<file path="config.mk">
export PLATFORM = sky130hd
export DESIGN_NAME = phstep_clkdiv
export DESIGN_NICKNAME = d
export VERILOG_FILES = /design/src/rtl/phstep_clkdiv_pkg.sv /design/src/rtl/phstep_tapref.sv /design/src/rtl/phstep_regs.sv /design/src/rtl/phstep_core.sv /design/src/rtl/phstep_clkdiv.sv
export SDC_FILE = /design/constraint.sdc
export NUM_CORES = 1
export LEC_CHECK = 0
export BUFFER_PORTS_ARGS = -buffer_cell sky130_fd_sc_hd__clkbuf_2
export CAP_MARGIN = 20
export CORE_ASPECT_RATIO = 2
export CORE_MARGIN = 2
export CORE_UTILIZATION = 35
export DETAILED_ROUTE_END_ITERATION = 12
export SETUP_SLACK_MARGIN = 0.05
export SYNTH_ARGS = -nofsm -noshare
export SYNTH_HDL_FRONTEND = slang
export SYNTH_SLANG_ARGS = --single-unit
</file>
<file path="constraint.sdc">
create_clock -name clk -period 5 [get_ports clk]
set_input_delay 0.5 -clock clk [delete_from_list [all_inputs] [get_ports clk]]
set_output_delay 0.5 -clock clk [all_outputs]
set_load 0.01 [all_outputs]
</file>
<file path="src/rtl/phstep_clkdiv_pkg.sv">
package phstep_clkdiv_pkg;

   // divider sequencing: waiting for tap 0, running a period, or in the inserted slip cycle
   typedef enum logic [1:0] {
      DIV_SYNC  = 2'd0,
      DIV_RUN   = 2'd1,
      DIV_SLIP  = 2'd2
   } div_state_t;

endpackage

</file>
<file path="src/rtl/phstep_tapref.sv">
module phstep_tapref #(
   parameter int unsigned TAPS = 8,
   localparam int unsigned TAP_W = $clog2(TAPS)
) (
   input  logic             clk,
   input  logic             rst_n,
   output logic [TAP_W-1:0] tap
);

   initial begin
      if (TAPS < 2 || (TAPS & (TAPS - 1)) != 0)
         $error("TAPS must be a power of two not below 2");
   end

   generate
      if (TAPS == (1 << TAP_W)) begin : g_wrap_free
         always_ff @(posedge clk or negedge rst_n) begin
            if (!rst_n) tap <= '0;
            else        tap <= tap + 1'b1;
         end
      end else begin : g_wrap_cmp
         always_ff @(posedge clk or negedge rst_n) begin
            if (!rst_n)                          tap <= '0;
            else if (tap == TAP_W'(TAPS - 1))    tap <= '0;
            else                                 tap <= tap + 1'b1;
         end
      end
   endgenerate

endmodule

</file>
<file path="src/rtl/phstep_regs.sv">
module phstep_regs #(
   parameter int unsigned CNT_W   = 9,
   parameter int unsigned PH_W    = 12,
   parameter int unsigned REG_W   = 32,
   parameter int unsigned CNT_RST = 1,
   localparam int unsigned USED_W = CNT_W + PH_W
) (
   input  logic             clk,
   input  logic             rst_cold_n,
   input  logic             wr_en,
   input  logic [REG_W-1:0] wr_data,
   input  logic             rd_en,
   output logic [REG_W-1:0] rd_data,
   input  logic             step_ack,
   output logic [CNT_W-1:0] count_q,
   output logic [PH_W-1:0]  phase_q,
   output logic             busy
);

   logic [REG_W-1:0] word;

   initial begin
      if (REG_W < USED_W) $error("REG_W too narrow for both fields");
      if (CNT_RST >= (1 << CNT_W)) $error("CNT_RST does not fit CNT_W");
   end

   generate
      if (REG_W > USED_W) begin : g_pad
         assign word = {{(REG_W - USED_W){1'b0}}, phase_q, count_q};
      end else begin : g_exact
         assign word = {phase_q, count_q};
      end
   endgenerate

   always_ff @(posedge clk or negedge rst_cold_n) begin
      if (!rst_cold_n) begin
         count_q <= CNT_W'(CNT_RST);
         phase_q <= '0;
         rd_data <= '0;
      end else begin
         if (wr_en) count_q <= wr_data[CNT_W-1:0];
         if (wr_en && phase_q == '0)
            phase_q <= wr_data[USED_W-1:CNT_W];
         else if (step_ack)
            phase_q <= phase_q - 1'b1;
         if (rd_en) rd_data <= word;
      end
   end

   assign busy = (phase_q != '0);

   AST_STEP_GUARD: assert property (@(posedge clk) disable iff (!rst_cold_n)
      (wr_en && phase_q != '0) |=> phase_q == $past(phase_q) - PH_W'($past(step_ack)));
   AST_ACK_PENDING: assert property (@(posedge clk) disable iff (!rst_cold_n)
      step_ack |-> phase_q != '0);
   AST_STEP_DEC: assert property (@(posedge clk) disable iff (!rst_cold_n)
      step_ack |=> phase_q == $past(phase_q) - 1'b1);

endmodule

</file>
<file path="src/rtl/phstep_core.sv">
module phstep_core
   import phstep_clkdiv_pkg::*;
#(
   parameter int unsigned CNT_W = 9,
   parameter int unsigned TAPS  = 8,
   localparam int unsigned TAP_W = $clog2(TAPS),
   localparam int unsigned N_W   = CNT_W + 1,
   localparam int unsigned POS_W = TAP_W + CNT_W
) (
   input  logic             clk,
   input  logic             rst_n,
   input  logic             div_rst,
   input  logic             align,
   input  logic [TAP_W-1:0] tap,
   input  logic [CNT_W-1:0] count,
   input  logic             step_req,
   output logic             step_ack,
   output logic             clk_out
);

   div_state_t       st;
   logic [POS_W-1:0] pos, last_q, hi_q;
   logic [TAP_W-1:0] offset;
   logic [N_W-1:0]   n_new;
   logic [POS_W:0]   len_full, hi_full;
   logic [POS_W-1:0] last_new, hi_new;
   logic             restart, at_end;

   initial begin
      if (CNT_W < 1) $error("CNT_W must be at least 1");
   end

   // period geometry for the count now in the register
   always_comb begin
      n_new    = N_W'(count) + 1'b1;
      len_full = (POS_W + 1)'(n_new) << TAP_W;
      if (n_new == N_W'(1))
         hi_full = (POS_W + 1)'(TAPS / 2);
      else
         hi_full = (POS_W + 1)'(n_new >> 1) << TAP_W;
      last_new = POS_W'(len_full - 1'b1);
      hi_new   = POS_W'(hi_full);
   end

   assign restart  = div_rst | align;
   assign at_end   = (st == DIV_RUN) && (pos == last_q);
   assign step_ack = at_end && step_req && !restart;
   assign clk_out  = (st == DIV_RUN) && (pos < hi_q);

   always_ff @(posedge clk or negedge rst_n) begin
      if (!rst_n) begin
         st     <= DIV_SYNC;
         pos    <= '0;
         last_q <= '0;
         hi_q   <= '0;
         offset <= '0;
      end else if (restart) begin
         st     <= DIV_SYNC;
         pos    <= '0;
         offset <= '0;
      end else begin
         unique case (st)
            DIV_SYNC: begin
               if (tap == TAP_W'(TAPS - 1)) begin
                  st     <= DIV_RUN;
                  pos    <= '0;
                  last_q <= last_new;
                  hi_q   <= hi_new;
               end
            end
            DIV_RUN: begin
               if (pos == last_q) begin
                  if (step_req) begin
                     st     <= DIV_SLIP;
                     offset <= offset + 1'b1;
                  end else begin
                     pos    <= '0;
                     last_q <= last_new;
                     hi_q   <= hi_new;
                  end
               end else begin
                  pos <= pos + 1'b1;
               end
            end
            DIV_SLIP: begin
               st     <= DIV_RUN;
               pos    <= '0;
               last_q <= last_new;
               hi_q   <= hi_new;
            end
            default: st <= DIV_SYNC;
         endcase
      end
   end

   AST_SLIP_LOW: assert property (@(posedge clk) disable iff (!rst_n)
      step_ack |-> !clk_out);
   AST_ONE_SLIP: assert property (@(posedge clk) disable iff (!rst_n)
      step_ack |=> !step_ack && !clk_out);
   AST_EDGE_ON_TAP: assert property (@(posedge clk) disable iff (!rst_n)
      (st == DIV_RUN && pos == '0) |-> tap == offset);
   AST_HOLD_LOW: assert property (@(posedge clk) disable iff (!rst_n)
      div_rst |=> !clk_out);
   AST_ALIGN_LOW: assert property (@(posedge clk) disable iff (!rst_n)
      align |=> !clk_out);

endmodule

</file>
<file path="src/rtl/phstep_clkdiv.sv">
module phstep_clkdiv #(
   parameter int unsigned CNT_W   = 9,
   parameter int unsigned PH_W    = 12,
   parameter int unsigned REG_W   = 32,
   parameter int unsigned TAPS    = 8,
   parameter int unsigned CNT_RST = 1
) (
   input  logic             clk,
   input  logic             rst_cold_n,
   input  logic             rst_warm_n,
   input  logic             div_rst,
   input  logic             align,
   input  logic             wr_en,
   input  logic [REG_W-1:0] wr_data,
   input  logic             rd_en,
   output logic [REG_W-1:0] rd_data,
   output logic             clk_out,
   output logic             busy
);

   localparam int unsigned TAP_W = $clog2(TAPS);

   logic             core_rst_n;
   logic [TAP_W-1:0] tap;
   logic [CNT_W-1:0] count_q;
   logic [PH_W-1:0]  phase_q;
   logic             step_ack;

   assign core_rst_n = rst_cold_n & rst_warm_n;

   phstep_tapref #(.TAPS(TAPS)) u_tapref (
      .clk   (clk),
      .rst_n (core_rst_n),
      .tap   (tap)
   );

   phstep_regs #(
      .CNT_W   (CNT_W),
      .PH_W    (PH_W),
      .REG_W   (REG_W),
      .CNT_RST (CNT_RST)
   ) u_regs (
      .clk        (clk),
      .rst_cold_n (rst_cold_n),
      .wr_en      (wr_en),
      .wr_data    (wr_data),
      .rd_en      (rd_en),
      .rd_data    (rd_data),
      .step_ack   (step_ack),
      .count_q    (count_q),
      .phase_q    (phase_q),
      .busy       (busy)
   );

   phstep_core #(.CNT_W(CNT_W), .TAPS(TAPS)) u_core (
      .clk      (clk),
      .rst_n    (core_rst_n),
      .div_rst  (div_rst),
      .align    (align),
      .tap      (tap),
      .count    (count_q),
      .step_req (busy),
      .step_ack (step_ack),
      .clk_out  (clk_out)
   );

   AST_COLD_FIELDS: assert property (@(posedge clk)
      !rst_cold_n |=> count_q == CNT_W'(CNT_RST) && phase_q == '0);
   AST_WARM_KEEP: assert property (@(posedge clk) disable iff (!rst_cold_n)
      (!rst_warm_n && !wr_en) |=> count_q == $past(count_q) && phase_q == $past(phase_q));

endmodule

</file>
==> metrics.log <==
INFO  metric outcome = finished clean
INFO  metric area_growth = 13.6%
INFO  metric first_pass_grt_wire_length = 15800 um
INFO  metric cp-end-kind = output port
INFO  metric synthFlopType = sky130_fd_sc_hd__dfrtp_1
INFO  metric placement.setup.worst_slack = 2.21 ns
INFO  metric power.leakage = 2.20 nW
INFO  metric slew_limit_fails = 0
INFO  metric path_buf_inv = 1
INFO  metric synth_area = 4300 um^2
INFO  metric design.core.area = 12100 um^2
INFO  metric boundaryPins = 73
INFO  metric final_period_minus_worst_setup_slack = 3.13 ns
INFO  metric worst_r2r_path_depth = 6
INFO  metric post_cts.resized_instances = 0
INFO  metric post-cts-setup-buffers = 0
INFO  metric fillCellCount = 1181
INFO  metric yosysWarnings = 0
INFO  metric gr-usage-all-layers = 15.5%
INFO  metric cts_tree = built
INFO  metric place.port_buffers = 50
INFO  metric maximum_frequency_from_static_timing_analysis = 0.320 GHz
INFO  metric final_util = 40.5%
INFO  metric path_max_fanout = 7
INFO  metric layout.cells.non_filler = 617
INFO  metric drt-pass1-iter-count = 4
INFO  metric asyncSetResetFlopFracSynth = 100%
INFO  metric numCtsBuffers = 9
INFO  metric netlist-cell-type-count = 57
INFO  metric grt_pass1_vias = 3259
INFO  metric sum_of_negative_setup_slack = 0 ns
INFO  metric postSynthRegisterBits = 79
INFO  metric cpMaxStageDelayCell = sky130_fd_sc_hd__a2111oi_0
INFO  metric total_power = 1.86 mW
INFO  metric ys_top_cells_by_area = sky130_fd_sc_hd__dfrtp_1 45%, sky130_fd_sc_hd__mux2_2 9.2%, sky130_fd_sc_hd__ha_1 4.7%, sky130_fd_sc_hd__xnor2_1 4.3%, sky130_fd_sc_hd__nand2_1 3.0%
INFO  metric antenna_left = 0
INFO  metric chip_width = 82.4 um
INFO  metric tightestPinTransition = 0.632 ns
INFO  metric worst_ep_required_time = 4.50 ns
INFO  metric cts_max_level = 3
INFO  metric finalSetupViolations = 0
INFO  metric rows = 57
INFO  metric floorplan.die.height = 161 um
INFO  metric timing.setup.critical_path_class = flip-flop to output port
INFO  metric route.detailed.wl_per_inst = 15.1 um
INFO  metric grt_start_max_net_pins = 44
INFO  metric clock_sink_count = 79
INFO  metric final.setup_skew = 0.00692 ns
INFO  metric cap_viol_max_count = 0
INFO  metric critPathMaxStageDelay = 0.51 ns
INFO  metric cp_cell_sequence = ha_1, a2111oi_0, o21ai_0, o2111ai_1, a21oi_1, a2111oi_0, clkbuf_2
INFO  metric multi_input_comb_area = 2110 um^2
INFO  metric worstSetupStartpointType = flip-flop
INFO  metric post-route-period-util = 62.5%
INFO  metric clock_tree.buffer_depth = 2
INFO  metric synth-edff-count = 0
INFO  metric cts.reportedPaths.clkPinSlew = 0.06 ns
INFO  metric hp-class = primary input to asynchronous set/reset pin
INFO  metric cts.root.buffer_cell = sky130_fd_sc_hd__clkbuf_16
INFO  metric vdd.ir_drop.worst = 0.250 mV
INFO  metric final_nets = 520
INFO  metric cell_taking_the_most_area_after_synthesis = sky130_fd_sc_hd__dfrtp_1
INFO  metric drt_first_iter_violations = 140
INFO  metric syn_area_cell = 10.2 um^2
INFO  metric share_of_the_yosys_chip_area_belonging_to_registers = 46.0%
INFO  metric final_cell_mix = 78 x sky130_fd_sc_hd__dfrtp_1, 50 x sky130_fd_sc_hd__clkbuf_2, 35 x sky130_fd_sc_hd__mux2_2
INFO  metric grt-ovfl-total = 0
INFO  metric area_share_of_the_leading_cell_type_in_the_synthesized_netlist = 45.4%
INFO  metric timing.final.hold_violations = 0
INFO  metric initial_utilization = 35.7%
INFO  metric design.die.area = 13200 um^2
INFO  metric critPathMostFrequentCell = sky130_fd_sc_hd__a2111oi_0
INFO  metric place.detailed.hpwl = 7070 um
INFO  metric antenna_violations_before_repair = 0
INFO  metric drc = 0
INFO  metric relSlewSlack = 57.8%
INFO  metric clk-insertion-delay-late = 0.34 ns
INFO  metric detail_routed_via_count_per_cell = 5.20
INFO  metric most_common_cell_after_layout_fill_and_taps_aside = sky130_fd_sc_hd__dfrtp_1
INFO  metric gp_routability_congestion = 0.845
INFO  metric number_of_cells_on_the_critical_path = 7
INFO  metric antennaDiodeCount = 0
INFO  metric placedCellCount = 601
INFO  metric post-route-worst-setup-slack = 1.87 ns
INFO  metric drt-total-wl = 9300 um
INFO  metric cts_hold_repair.buffers = 0
INFO  metric vias = 3211
INFO  metric drive_gt1_share = 24.9%
INFO  metric rsz0062_at_grt = false
INFO  metric p_per_area = 381 nW/um^2
INFO  metric syn_inst = 423
INFO  metric worst_path_dominant_cell_family = compound AO/OA/AOI/OAI gates
INFO  metric seqCellArea = 1980 um^2
INFO  metric timing.critical_path.arrival = 2.63 ns
## area by class of cell
cell class / instances / area share [%]
Multi-Input combinational cell: 304 / 43.2
Sequential cell: 79 / 40.5
Timing Repair Buffer: 54 / 5.74
Clock buffer: 11 / 4.97
Tap cell: 147 / 3.77
Inverter: 17 / 1.31
Clock inverter: 5 / 0.513
## synth_stat cells (2+ instances only)
library cell	number
sky130_fd_sc_hd__a2111oi_0	2
sky130_fd_sc_hd__a21oi_1	24
sky130_fd_sc_hd__a221o_1	4
sky130_fd_sc_hd__a31oi_1	3
sky130_fd_sc_hd__and2_1	3
sky130_fd_sc_hd__and3_1	6
sky130_fd_sc_hd__buf_1	3
sky130_fd_sc_hd__buf_2	4
sky130_fd_sc_hd__buf_4	13
sky130_fd_sc_hd__clkbuf_1	12
sky130_fd_sc_hd__dfrtp_1	78
sky130_fd_sc_hd__ha_1	16
sky130_fd_sc_hd__inv_1	16
sky130_fd_sc_hd__mux2_2	35
sky130_fd_sc_hd__mux2i_1	5
sky130_fd_sc_hd__nand2_1	34
sky130_fd_sc_hd__nand2b_1	4
sky130_fd_sc_hd__nand3_1	23
sky130_fd_sc_hd__nand3b_1	5
sky130_fd_sc_hd__nand4_1	9
sky130_fd_sc_hd__nor2_1	28
sky130_fd_sc_hd__nor3_1	8
sky130_fd_sc_hd__nor4_1	4
sky130_fd_sc_hd__nor4_4	2
sky130_fd_sc_hd__o21a_1	2
sky130_fd_sc_hd__o21ai_0	19
sky130_fd_sc_hd__or2_2	2
sky130_fd_sc_hd__or4_1	4
sky130_fd_sc_hd__or4_4	2
sky130_fd_sc_hd__xnor2_1	21
sky130_fd_sc_hd__xor2_1	6
## metrics by stage
step | hold WS (ns) | area [um^2]
after floorplan | 0.204 | 4340
after global placement | 0.412 | 4610
after detailed placement | 0.427 | 4610
after CTS | 0.234 | 4880
after global routing | 0.287 | 4880
final | 0.228 | 4880
## path summary, 6_finish.rpt
check	from	endpoint	slack [ns]
worst min register to register	u_tapref.tap[0]$_DFF_PN0_	u_tapref.tap[0]$_DFF_PN0_	0.43
worst min-delay path	rst_cold_n	u_regs.phase_q[8]$_DFFE_PN0P_	0.23
worst max register to register	u_core.pos[6]$_DFFE_PN0P_	u_core.last_q[10]$_DFFE_PN0P_	2.21
max in group asynchronous	rst_cold_n	u_core.hi_q[4]$_DFFE_PN0P_	3.79
min in group clk	wr_data[18]	u_regs.phase_q[9]$_DFFE_PN0P_	0.36
worst max-delay path	u_core.pos[5]$_DFFE_PN0P_	clk_out	1.87
## sequential cells by signal (all words and copies together) (netlist names)
| signal | count |
|---|---|
| u_regs.phase_q | 12 |
| u_core.pos | 12 |
| u_core.hi_q | 10 |
| u_core.st | 2 |
| u_regs.rd_data | 21 |
| u_core.last_q | 10 |
| u_regs.count_q | 9 |
| u_tapref.tap | 3 |
## metal layers
metal  vias up  track usage [%]  wire [um]
met1      1538             17.3       3490
met2        80             26.4       5050
met5         -                0          0
met4         0             9.85        481
li1       1565                -          -
met3        28             2.19        286
## power by group
part	leakage [nW]	total (mW)	switching, mW	internal, mW
Sequential	0.989	0.875	0.116	0.759
Combinational	1.07	0.392	0.199	0.192
Clock	0.139	0.592	0.247	0.345
Total	2.20	1.86	0.562	1.30
## cell families (layout without fill, tap and decap cells)
| logic type | count (synthesis) | count (layout) | synth area share (%) |
|---|---|---|---|
| AND/OR/NAND/NOR | 140 | 140 | 17.2 |
| flip-flops | 79 | 79 | 46.0 |
| AO/OA/AOI/OAI | 70 | 70 | 10.4 |
| buffers and inverters | 50 | 87 | 5.79 |
| multiplexers | 40 | 40 | 10.3 |
| XOR/XNOR | 27 | 27 | 5.50 |
| adder cells (fa/ha/maj) | 16 | 16 | 4.66 |
| other | 1 | 11 | 0.0873 |
No activity file was read; power rests on OpenSTA's default activity.
